--- src/rtl/i2c_regbridge_pkg.sv ---
package i2c_regbridge_pkg;

    typedef enum logic [3:0] {
        ST_IDLE,
        ST_ADDR,
        ST_ADDR_ACK,
        ST_PHI,
        ST_PHI_ACK,
        ST_PLO,
        ST_PLO_ACK,
        ST_WBYTE,
        ST_WBYTE_ACK,
        ST_RBYTE,
        ST_RBYTE_CHK
    } tgt_state_t;

endpackage

--- src/rtl/i2c_line_sync.sv ---
module i2c_line_sync #(
    parameter int SYNC_STAGES = 2
) (
    input  logic clk,
    input  logic rst_n,
    input  logic scl_i,
    input  logic sda_i,
    output logic scl_s,
    output logic sda_s,
    output logic scl_rise,
    output logic scl_fall,
    output logic start_det,
    output logic stop_det
);

    logic [SYNC_STAGES-1:0] scl_pipe;
    logic [SYNC_STAGES-1:0] sda_pipe;
    logic                   scl_q;
    logic                   sda_q;

    // Lines idle high, so the pipes reset to ones.
    always_ff @(posedge clk or negedge rst_n) begin
        if (!rst_n) begin
            scl_pipe <= '1;
            sda_pipe <= '1;
            scl_q    <= 1'b1;
            sda_q    <= 1'b1;
        end else begin
            scl_pipe <= {scl_pipe[SYNC_STAGES-2:0], scl_i};
            sda_pipe <= {sda_pipe[SYNC_STAGES-2:0], sda_i};
            scl_q    <= scl_pipe[SYNC_STAGES-1];
            sda_q    <= sda_pipe[SYNC_STAGES-1];
        end
    end

    assign scl_s     = scl_pipe[SYNC_STAGES-1];
    assign sda_s     = sda_pipe[SYNC_STAGES-1];
    assign scl_rise  = scl_s & ~scl_q;
    assign scl_fall  = ~scl_s & scl_q;
    // SDA edges while SCL stays high are bus conditions, not data.
    assign start_det = scl_s & scl_q & sda_q & ~sda_s;
    assign stop_det  = scl_s & scl_q & ~sda_q & sda_s;

endmodule

--- src/rtl/i2c_shift8.sv ---
module i2c_shift8 #(
    parameter int W = 8
) (
    input  logic         clk,
    input  logic         rst_n,
    input  logic         ld,
    input  logic [W-1:0] ld_val,
    input  logic         sh_in,
    input  logic         bit_in,
    input  logic         sh_out,
    output logic [W-1:0] q
);

    always_ff @(posedge clk or negedge rst_n) begin
        if (!rst_n) begin
            q <= '0;
        end else if (ld) begin
            q <= ld_val;
        end else if (sh_in) begin
            q <= {q[W-2:0], bit_in};
        end else if (sh_out) begin
            q <= {q[W-2:0], 1'b1};
        end
    end

endmodule

--- src/rtl/i2c_ptr_unit.sv ---
module i2c_ptr_unit #(
    parameter int ADDR_W = 16
) (
    input  logic              clk,
    input  logic              rst_n,
    input  logic              ld_hi,
    input  logic              ld_lo,
    input  logic              inc,
    input  logic [7:0]        din,
    output logic [ADDR_W-1:0] ptr
);

    localparam int HI_LSB = ADDR_W - 8;

    always_ff @(posedge clk or negedge rst_n) begin
        if (!rst_n) begin
            ptr <= '0;
        end else if (ld_hi) begin
            ptr[ADDR_W-1:HI_LSB] <= din;
        end else if (ld_lo) begin
            ptr[7:0] <= din;
        end else if (inc) begin
            ptr <= ptr + ADDR_W'(1);
        end
    end

    // the all-ones pointer rolls over to zero
    p_ptr_wrap_r4: assert property (@(posedge clk) disable iff (!rst_n)
        (inc && !ld_hi && !ld_lo && (&ptr)) |=> (ptr == '0));

endmodule

--- src/rtl/i2c_regbridge.sv ---
module i2c_regbridge
    import i2c_regbridge_pkg::*;
#(
    parameter int         ADDR_W      = 16,
    parameter logic [6:0] DEV_BASE    = 7'h28,
    parameter int         LOOSE_BITS  = 3,
    parameter int         SYNC_STAGES = 2
) (
    input  logic              clk,
    input  logic              rst_n,
    input  logic              scl_i,
    input  logic              sda_i,
    output logic              sda_oe,
    output logic [ADDR_W-1:0] reg_addr,
    output logic              reg_we,
    output logic [7:0]        reg_wdata,
    input  logic [7:0]        reg_rdata
);

    localparam int                BYTE_W   = 8;
    localparam int                CNT_W    = $clog2(BYTE_W + 1);
    localparam logic [CNT_W-1:0]  CNT_FULL = CNT_W'(BYTE_W);

    logic scl_s, sda_s, scl_rise, scl_fall, start_det, stop_det;

    tgt_state_t          state, state_nx;
    logic [CNT_W-1:0]    bit_cnt;
    logic                host_nack;
    logic [BYTE_W-1:0]   shreg;
    logic                rx_state, tx_state, cnt_full, cnt_up, byte_end;
    logic                addr_hit, rd_mode;
    logic                sh_in, sh_load, sh_out;
    logic                ld_hi, ld_lo, ptr_inc;

    i2c_line_sync #(.SYNC_STAGES(SYNC_STAGES)) u_sync (
        .clk       (clk),
        .rst_n     (rst_n),
        .scl_i     (scl_i),
        .sda_i     (sda_i),
        .scl_s     (scl_s),
        .sda_s     (sda_s),
        .scl_rise  (scl_rise),
        .scl_fall  (scl_fall),
        .start_det (start_det),
        .stop_det  (stop_det)
    );

    assign rx_state = (state == ST_ADDR) || (state == ST_PHI) ||
                      (state == ST_PLO)  || (state == ST_WBYTE);
    assign tx_state = (state == ST_RBYTE);
    assign cnt_full = (bit_cnt == CNT_FULL);
    assign cnt_up   = scl_rise && !cnt_full && (rx_state || tx_state);
    assign byte_end = scl_fall && cnt_full && (rx_state || tx_state);
    assign addr_hit = (shreg[BYTE_W-1:1+LOOSE_BITS] == DEV_BASE[6:LOOSE_BITS]);
    assign rd_mode  = shreg[0];

    // Next-state decode
    always_comb begin
        state_nx = state;
        if (start_det) begin
            state_nx = ST_ADDR;
        end else if (stop_det) begin
            state_nx = ST_IDLE;
        end else begin
            unique case (state)
                ST_IDLE:      state_nx = ST_IDLE;
                ST_ADDR:      if (byte_end) state_nx = addr_hit ? ST_ADDR_ACK : ST_IDLE;
                ST_ADDR_ACK:  if (scl_fall) state_nx = rd_mode ? ST_RBYTE : ST_PHI;
                ST_PHI:       if (byte_end) state_nx = ST_PHI_ACK;
                ST_PHI_ACK:   if (scl_fall) state_nx = ST_PLO;
                ST_PLO:       if (byte_end) state_nx = ST_PLO_ACK;
                ST_PLO_ACK:   if (scl_fall) state_nx = ST_WBYTE;
                ST_WBYTE:     if (byte_end) state_nx = ST_WBYTE_ACK;
                ST_WBYTE_ACK: if (scl_fall) state_nx = ST_WBYTE;
                ST_RBYTE:     if (byte_end) state_nx = ST_RBYTE_CHK;
                ST_RBYTE_CHK: if (scl_fall) state_nx = host_nack ? ST_IDLE : ST_RBYTE;
                default:      state_nx = ST_IDLE;
            endcase
        end
    end

    // State register
    always_ff @(posedge clk or negedge rst_n) begin
        if (!rst_n) state <= ST_IDLE;
        else        state <= state_nx;
    end

    // Bit counter, host acknowledge sample, write strobe
    always_ff @(posedge clk or negedge rst_n) begin
        if (!rst_n) begin
            bit_cnt   <= '0;
            host_nack <= 1'b0;
            reg_we    <= 1'b0;
        end else begin
            reg_we <= 1'b0;
            if (start_det || stop_det) begin
                bit_cnt <= '0;
            end else begin
                if (cnt_up)   bit_cnt <= bit_cnt + CNT_W'(1);
                if (byte_end) bit_cnt <= '0;
                if (byte_end && (state == ST_WBYTE)) reg_we <= 1'b1;
                if ((state == ST_RBYTE_CHK) && scl_rise) host_nack <= sda_s;
            end
        end
    end

    // Shift register and pointer controls
    assign sh_in   = rx_state && cnt_up && !start_det && !stop_det;
    assign sh_load = scl_fall && !start_det && !stop_det &&
                     (((state == ST_ADDR_ACK) && rd_mode) ||
                      ((state == ST_RBYTE_CHK) && !host_nack));
    assign sh_out  = tx_state && scl_fall && !cnt_full;
    assign ld_hi   = (state == ST_PHI) && byte_end && !start_det && !stop_det;
    assign ld_lo   = (state == ST_PLO) && byte_end && !start_det && !stop_det;
    // Writes step the pointer in the strobe cycle, reads as the byte ends.
    assign ptr_inc = reg_we || (tx_state && byte_end && !start_det && !stop_det);

    i2c_shift8 #(.W(BYTE_W)) u_shift (
        .clk    (clk),
        .rst_n  (rst_n),
        .ld     (sh_load),
        .ld_val (reg_rdata),
        .sh_in  (sh_in),
        .bit_in (sda_s),
        .sh_out (sh_out),
        .q      (shreg)
    );

    i2c_ptr_unit #(.ADDR_W(ADDR_W)) u_ptr (
        .clk   (clk),
        .rst_n (rst_n),
        .ld_hi (ld_hi),
        .ld_lo (ld_lo),
        .inc   (ptr_inc),
        .din   (shreg),
        .ptr   (reg_addr)
    );

    assign reg_wdata = shreg;

    // Output decode
    always_comb begin
        unique case (state)
            ST_ADDR_ACK, ST_PHI_ACK, ST_PLO_ACK, ST_WBYTE_ACK: sda_oe = 1'b1;
            ST_RBYTE: sda_oe = ~shreg[BYTE_W-1];
            default:  sda_oe = 1'b0;
        endcase
    end

    // the strobe lasts a single cycle
    p_we_single_r3: assert property (@(posedge clk) disable iff (!rst_n)
        reg_we |=> !reg_we);

    // the strobe only follows a received data byte
    p_we_after_data_r3: assert property (@(posedge clk) disable iff (!rst_n)
        reg_we |-> ($past(state) == ST_WBYTE));

    // the pointer steps once per written byte
    p_ptr_step_r4: assert property (@(posedge clk) disable iff (!rst_n)
        reg_we |=> (reg_addr == $past(reg_addr) + ADDR_W'(1)));

    // a start always reopens the address phase
    p_start_to_addr_r7: assert property (@(posedge clk) disable iff (!rst_n)
        start_det |=> (state == ST_ADDR));

    // the drive moves only while the synchronised SCL is low
    p_sda_scl_low_r9: assert property (@(posedge clk) disable iff (!rst_n)
        !$stable(sda_oe) |-> !scl_s);

    // the bit counter never passes a full byte
    p_cnt_range_r3: assert property (@(posedge clk) disable iff (!rst_n)
        bit_cnt <= CNT_FULL);

endmodule

--- config.mk ---
export PLATFORM = sky130hd
export DESIGN_NAME = i2c_regbridge
export DESIGN_NICKNAME = d
export VERILOG_FILES = /design/src/rtl/i2c_regbridge_pkg.sv /design/src/rtl/i2c_line_sync.sv /design/src/rtl/i2c_shift8.sv /design/src/rtl/i2c_ptr_unit.sv /design/src/rtl/i2c_regbridge.sv
export SDC_FILE = /design/constraint.sdc
export NUM_CORES = 1
export LEC_CHECK = 0
export BUFFER_PORTS_ARGS = -buffer_cell sky130_fd_sc_hd__buf_2
export CAP_MARGIN = 10
export CORE_AREA = 4 4 83 85
export DETAILED_ROUTE_END_ITERATION = 10
export DIE_AREA = 0 0 87 89
export PLACE_DENSITY = 0.69
export SLEW_MARGIN = 20
export SYNTH_ARGS = -nofsm -noshare
export SYNTH_HDL_FRONTEND = slang
export SYNTH_HIERARCHICAL = 1
export SYNTH_SLANG_ARGS = --single-unit
--- constraint.sdc ---
create_clock -name clk -period 3 [get_ports clk]
set_input_delay 0.6 -clock clk [delete_from_list [all_inputs] [get_ports clk]]
set_output_delay 0.6 -clock clk [all_outputs]
set_load 0.01 [all_outputs]
# Word-level counts from Yosys, hierarchy flattened

Index checks and enable logic that the tools add are counted.
W data, S select, Z words.

Bitwise operators: 14
Muxes and demuxes: 28
$add $sub $neg: 2
Reductions and logical operators: 46
Equal/unequal tests: 22

Operator list:

| cell                    | number |
|---|---|
| $mux W4                 | 16 |
| $mux W8                 | 6 |
| $pmux W4 S9             | 1 |
| $ne A4 B4 Y1 const B    | 7 |
| $logic_and A1 B1 Y1     | 25 |
| $eq A4 B3 Y1 const B    | 5 |
| $add A16 B1 Y16 const B | 1 |
| $eq A4 B4 Y1 const B    | 4 |
| $mux W16                | 1 |
| $reduce_and A9 Y1       | 1 |
| $eq A4 B2 Y1 const B    | 2 |
| $and A1 B1 Y1           | 7 |
| $logic_or A1 B1 Y1      | 7 |
| $not A1 Y1              | 7 |
| $reduce_and A2 Y1       | 3 |
| $reduce_bool A3 Y1      | 2 |
| $add A4 B1 Y4 const B   | 1 |
| $eq A4 B1 Y1 const B    | 1 |
| $logic_not A1 Y1        | 4 |
| $ne A4 B1 Y1 const B    | 1 |
| $ne A4 B3 Y1 const B    | 1 |
| $reduce_bool A2 Y1      | 2 |
| $reduce_or A4 Y1        | 1 |
| $mux W1                 | 2 |
| 4 further kinds         | 4 |

Logic and storage cells: 123
Register bits: 40
Output and inout port bits: 26
Bits of input ports: 12

# Longest topological paths before layout

Word-level depth: 13
Depth in mapped cells: 11

# Cells and area by module

Netlist, hierarchy kept.

Modules (own cells, without submodules):

| module        | cells each | sequential area each (µm²) | instances | area an instance (µm²) |
|---|---|---|---|---|
| i2c_ptr_unit  | 111        | 400.4                      | 1         | 968.4 |
| i2c_regbridge | 93         | 250.2                      | 1         | 820.8 |
| i2c_shift8    | 39         | 200.2                      | 1         | 440.4 |
| i2c_line_sync | 10         | 157.7                      | 1         | 190.2 |

# Worst setup path after synthesis

OpenSTA, ideal clock, no wires.

Path kind: reg2reg
Start: reg u_sync.sda_pipe[1]
End: reg u_ptr.ptr[15]
Setup time: 0.124 ns
Stages on the path, launching flop included: 9
Setup slack: 0.327 ns
Period minus slack after synthesis: 2.673 ns
Arrival: 2.549 ns
Path buffers: 0
Data required time: 2.876 ns
Cells stage by stage: dfstp_2 > and4b_1 > nor2_1 > nand2_1 > o21bai_1 > nand4_4 > or3_1 > o31a_1 > o31a_1

Cells in the longest elaborated chain, start to end: 8
Elaborated cells on any way between the ends: 16
Those cells by class: eq/ne (1); mux (1); bitwise (3); reduce/logical (11)

RTL lines:

| what                                | line                 | RTL |
|---|---|---|
| from (decl)                         | i2c_line_sync.sv:17  | `logic [SYNC_STAGES-1:0] sda_pipe;` |
| from (signal assigned)              | i2c_line_sync.sv:30  | `sda_pipe <= {sda_pipe[SYNC_STAGES-2:0], sda_i};` |
| $not A1 Y1                          | i2c_line_sync.sv:41  | `assign start_det = scl_s & scl_q & sda_q & ~sda_s;` |
| $and A1 B1 Y1                       | i2c_line_sync.sv:41  |  |
| via start_det                       | i2c_regbridge.sv:24  | `logic scl_s, sda_s, scl_rise, scl_fall, start_det, stop_det;` |
| $logic_not A1 Y1                    | i2c_regbridge.sv:116 | `assign ptr_inc = reg_we \|\| (tx_state && byte_end && !start_det && !stop_det);` |
| $logic_and A1 B1 Y1 (2 in series)   | i2c_regbridge.sv:116 |  |
| $logic_or A1 B1 Y1                  | i2c_regbridge.sv:116 |  |
| via ptr_inc                         | i2c_regbridge.sv:33  | `logic ld_hi, ld_lo, ptr_inc;` |
| $reduce_bool A2 Y1 (no source line) | --                   |  |
| $reduce_and A2 Y1 (no source line)  | --                   |  |
| to (signal, indexed assignment)     | i2c_ptr_unit.sv:19   | `ptr[ADDR_W-1:HI_LSB] <= din;` |
| to (signal assigned)                | i2c_ptr_unit.sv:23   | `ptr <= ptr + ADDR_W'(1);` |
| to (decl)                           | i2c_ptr_unit.sv:10   | `output logic [ADDR_W-1:0] ptr` |

The timed path passes the listed nets, and every way through them passes these cells.
A chain may end at the register's enable or synchronous reset.

# Worst setup path in the final report

Start: reg bit_cnt[0]
End: reg u_ptr.ptr[15]

Cells in the longest elaborated chain, start to end: 9
Elaborated cells on any way between the ends: 17
Those cells by class: eq/ne (2); mux (1); reduce/logical (14)

RTL lines:

| what                                | line                 | RTL |
|---|---|---|
| from (decl)                         | i2c_regbridge.sv:27  | `logic [CNT_W-1:0] bit_cnt;` |
| from (signal assigned)              | i2c_regbridge.sv:99  | `if (cnt_up) bit_cnt <= bit_cnt + CNT_W'(1);` |
| $eq A4 B4 Y1                        | i2c_regbridge.sv:51  | `assign cnt_full = (bit_cnt == CNT_FULL);` |
| $logic_and A1 B1 Y1 (2 in series)   | i2c_regbridge.sv:53  | `assign byte_end = scl_fall && cnt_full && (rx_state \|\| tx_state);` |
| $logic_and A1 B1 Y1 (3 in series)   | i2c_regbridge.sv:116 |  |
| $logic_or A1 B1 Y1                  | i2c_regbridge.sv:116 |  |
| via ptr_inc                         | i2c_regbridge.sv:33  |  |
| $reduce_bool A2 Y1 (no source line) | --                   |  |
| $reduce_and A2 Y1 (no source line)  | --                   |  |

The timed path passes the listed nets, and every way through them passes these cells.

==> results by group <==
Run status
  • Outcome: completed

Critical path
  • Arr. time, crit path: around 2900 ps
  • Top cell family by delay on the critical path: simple AND/OR/NAND/NOR gates
  • Slowest stage delay, CP: slightly above 400 ps
  • Critical path launch point type: register
  • Worst path cell trace: inv_1 -> ha_1 -> nand3b_1 -> nor2_1 -> nand2_1 -> o21bai_2 -> nand4_4 -> or3_1 -> o31a_1 -> o31a_1
  • Worst EP required: roughly 3200 ps
  • Most used cell, CP: o31a_1
  • WS Path Type: reg2reg
  • Worst path slowest cell: or3_1
  • Crit Path Max Fanout: 8
  • CP bufs+invs: 1
  • CP endpoint kind: register

Floorplan
  • Initial core utilization: approximately two fifths
  • Height of the die: roughly 89 um
  • Die ar.: 0.00774 mm^2
  • Die width: just under 90 um
  • Core Rows: 29
  • Boundary pin count: 38
  • Core Area: slightly above 0.006 mm^2

Synth
  • Ys async rst share: 100%
  • Share of the synthesized area in the top cell type: a little over a third
  • Most common flop cell mapped by yosys: dfrtp_1
  • Synth Area in XOR/XNOR: 2.53%
  • Post-Syn Area: between 0.002 and 0.0025 mm^2
  • Largest family of logic cells by synthesized area: simple AND/OR/NAND/NOR gates
  • Yosys top cell by area: dfrtp_1
  • Number of synthesized register bits: 40
  • Post-Synth Simple-Gate Area: 27.9%
  • Synth Area in Adders: 1.55%
  • Largest cells by area after synthesis: dfrtp_1 (35%), dfstp_2 (6.5%), nor2b_1 (3.6%)
  • Complex-gate fraction of the synthesized area: 18.4%
  • Syn avg cell area: 9.56 um^2
  • Mux share of post-synthesis cell area: under 10%
  • Post-synthesis sequential area ratio: about two fifths
  • Syn nets: between 200 and 300
  • Post-synth EDFFs: 0
  • Yosys cell types: 57
  • Top-count cell post-synth: dfrtp_1
  • Gate Count Post-Synth: 253
  • Number of synthesis warnings: 6
  • Synth cell count leaders: dfrtp_1 (34), nand2_1 (20), nor2b_1 (14)

CTS
  • Clock transition at path regs: around 80 ps
  • CTS Sinks: 40
  • Root Buffer: clkbuf_8
  • Setup bufs post-CTS: 0
  • Hold-fix buffers at CTS: 0
  • Worst-case clock buffer depth: 2
  • Clock Latency Late Sink: around 300 ps
  • TritonCTS clock tree: done
  • Total CTS buffers: 5
  • H-tree Lvls: 2

Finish
  • # diodes: 0
  • Final Non-Filler Cells: 372
  • Syn-to-layout area delta: 16.4%
  • Layout Nets: around 310
  • Fillers: approximately 600
  • Layout cells sized above 1: 26.1%

Global route
  • Vias in the first global route: between 1500 and 2000
  • Gr ovfl total: 0
  • Initial antenna violation count: 0
  • Largest net degree at the start of global routing: 41
  • First-pass GRT wire length: roughly 9600 um
  • GRT Util Overall: 15.8%

Timing
  • Final min period: between 2000 and 3000 ps
  • Setup_tns: 0 ps
  • Clock Skew: approximately 13 ps
  • RSZ-0062 raised after global routing: no
  • Final setup fails: 0
  • Final Worst Setup Slack: approximately 300 ps
  • Slew Limit Fails: 0
  • Final Hold Vio Count: 0
  • Worst-margin pin slew: approximately 900 ps
  • Final Cycle Share: 89.9%
  • Achievable frequency: roughly 370 MHz
  • Max_slew headroom: 41.7%

Power
  • Power per standard cell area: 503 mW/mm^2
  • Leakage dissipation: about 1.2 nW
  • Peak supply drop: 0.359 mV
  • Post-route total power: 1.42 mW

Routing
  • DR WL/cell: around 15 um
  • Via-to-Cell Ratio: around 5.6
  • Post-route ant nets: 0
  • Iteration-0 DRC Markers: roughly 210
  • WL final: 5750 um
  • TritonRoute pass-1 iters: 5
  • Number of remaining DRC errors: 0
  • Via Count: around 2100

Placed design
  • Pre-CTS setup slack: 189 ps
  • Inst Count DP: roughly 360
  • GP Congestion: between 0.8 and 0.9
  • Dpl hpwl: 4100 um
  • Port Buffers: 37

Hold path
  • Hold/Removal Path Class: reg2reg

Flow run
  • Max_cap viols: 0
-- cells in the final DEF (no fill, tap or decap), types with 6 or more instances in the layout --
cell type / count
buf_2: 37
dfrtp_1: 34
nand2_1: 20
nor2b_1: 14
o21ai_0: 13
buf_4: 13
nor3_1: 12
a21oi_1: 12
nor2_1: 10
nor4_1: 9
nor4b_1: 8
a221o_1: 8
inv_1: 7
a22oi_1: 7
nand3_1: 6
xnor2_1: 6
dfstp_2: 6
-- routing by layer --
metal / GRT usage (%) / share of wire [%]
met5: 0 / 0
met1: 22.7 / 49
met3: 2.58 / 3.6
met4: 6.37 / 1.2
met2: 23.5 / 46
-- final timing paths --
kind,startpoint,end,slack [ps],cells past startpoint
max in group asynchronous,rst_n,u_ptr/ptr[13],2030,1
worst min register to register,u_sync/scl_pipe[0],u_sync/scl_pipe[1],360,0
min in group asynchronous,rst_n,bit_cnt[2],410,1
worst max-delay path,bit_cnt[0],u_ptr/ptr[15],300,10
worst max register to register,bit_cnt[0],u_ptr/ptr[15],300,10
worst min-delay path,u_sync/scl_pipe[0],u_sync/scl_pipe[1],360,0
-- stage by stage --
stage	cell area [um^2]	util, %	hold slack [ps]
floorplan	2420	-	304
detailed placement	2700	43.5	347
global placement	2700	43.5	347
CTS	2810	45.3	358
finish	2820	45.4	357
global route	2820	45.4	360
-- report_power, final --
| part | internal (mW) | switching (mW) | total [mW] |
|---|---|---|---|
| Clock | 0.246 | 0.193 | 0.439 |
| Sequential | 0.599 | 0.0882 | 0.687 |
| Combinational | 0.144 | 0.146 | 0.290 |
| Total | 0.989 | 0.428 | 1.42 |
-- logic make-up after synthesis --
kind of cell	after synthesis
adders and majority gates	3
muxes	6
and+or+nand+nor	111
DFF	40
xor gates and xnor gates	7
buffers and inverters	24
AOI/OAI and AO/OA	62
-- flip-flops by register name, indices dropped and copies added (netlist names) --
register,cells
u_ptr/ptr,16
u_shift/q,8
bit_cnt,4
state,4
u_sync/scl_pipe,2
u_sync/sda_pipe,2
host_nack,1
reg_we,1
u_sync/scl_q,1
u_sync/sda_q,1
-- layout make-up --
cell class | instances | area (um^2) | share of cell area [%]
timing repair buffer | 50 | 283 | 10.0
tap | 77 | 96.3 | 3.42
inverter | 8 | 30.0 | 1.07
multi-input combinational | 189 | 1290 | 45.7
sequential | 40 | 1010 | 35.8
clock buffer | 5 | 68.8 | 2.44
clock inverter | 3 | 42.5 | 1.51
-- repair_timing --
action                                  in CTS  in global routing
resized for setup                            0                  1
endpoints found under the setup margin       0                  1
endpoints found under the hold margin        0                  0
No activity file was read; power rests on OpenSTA's default activity.
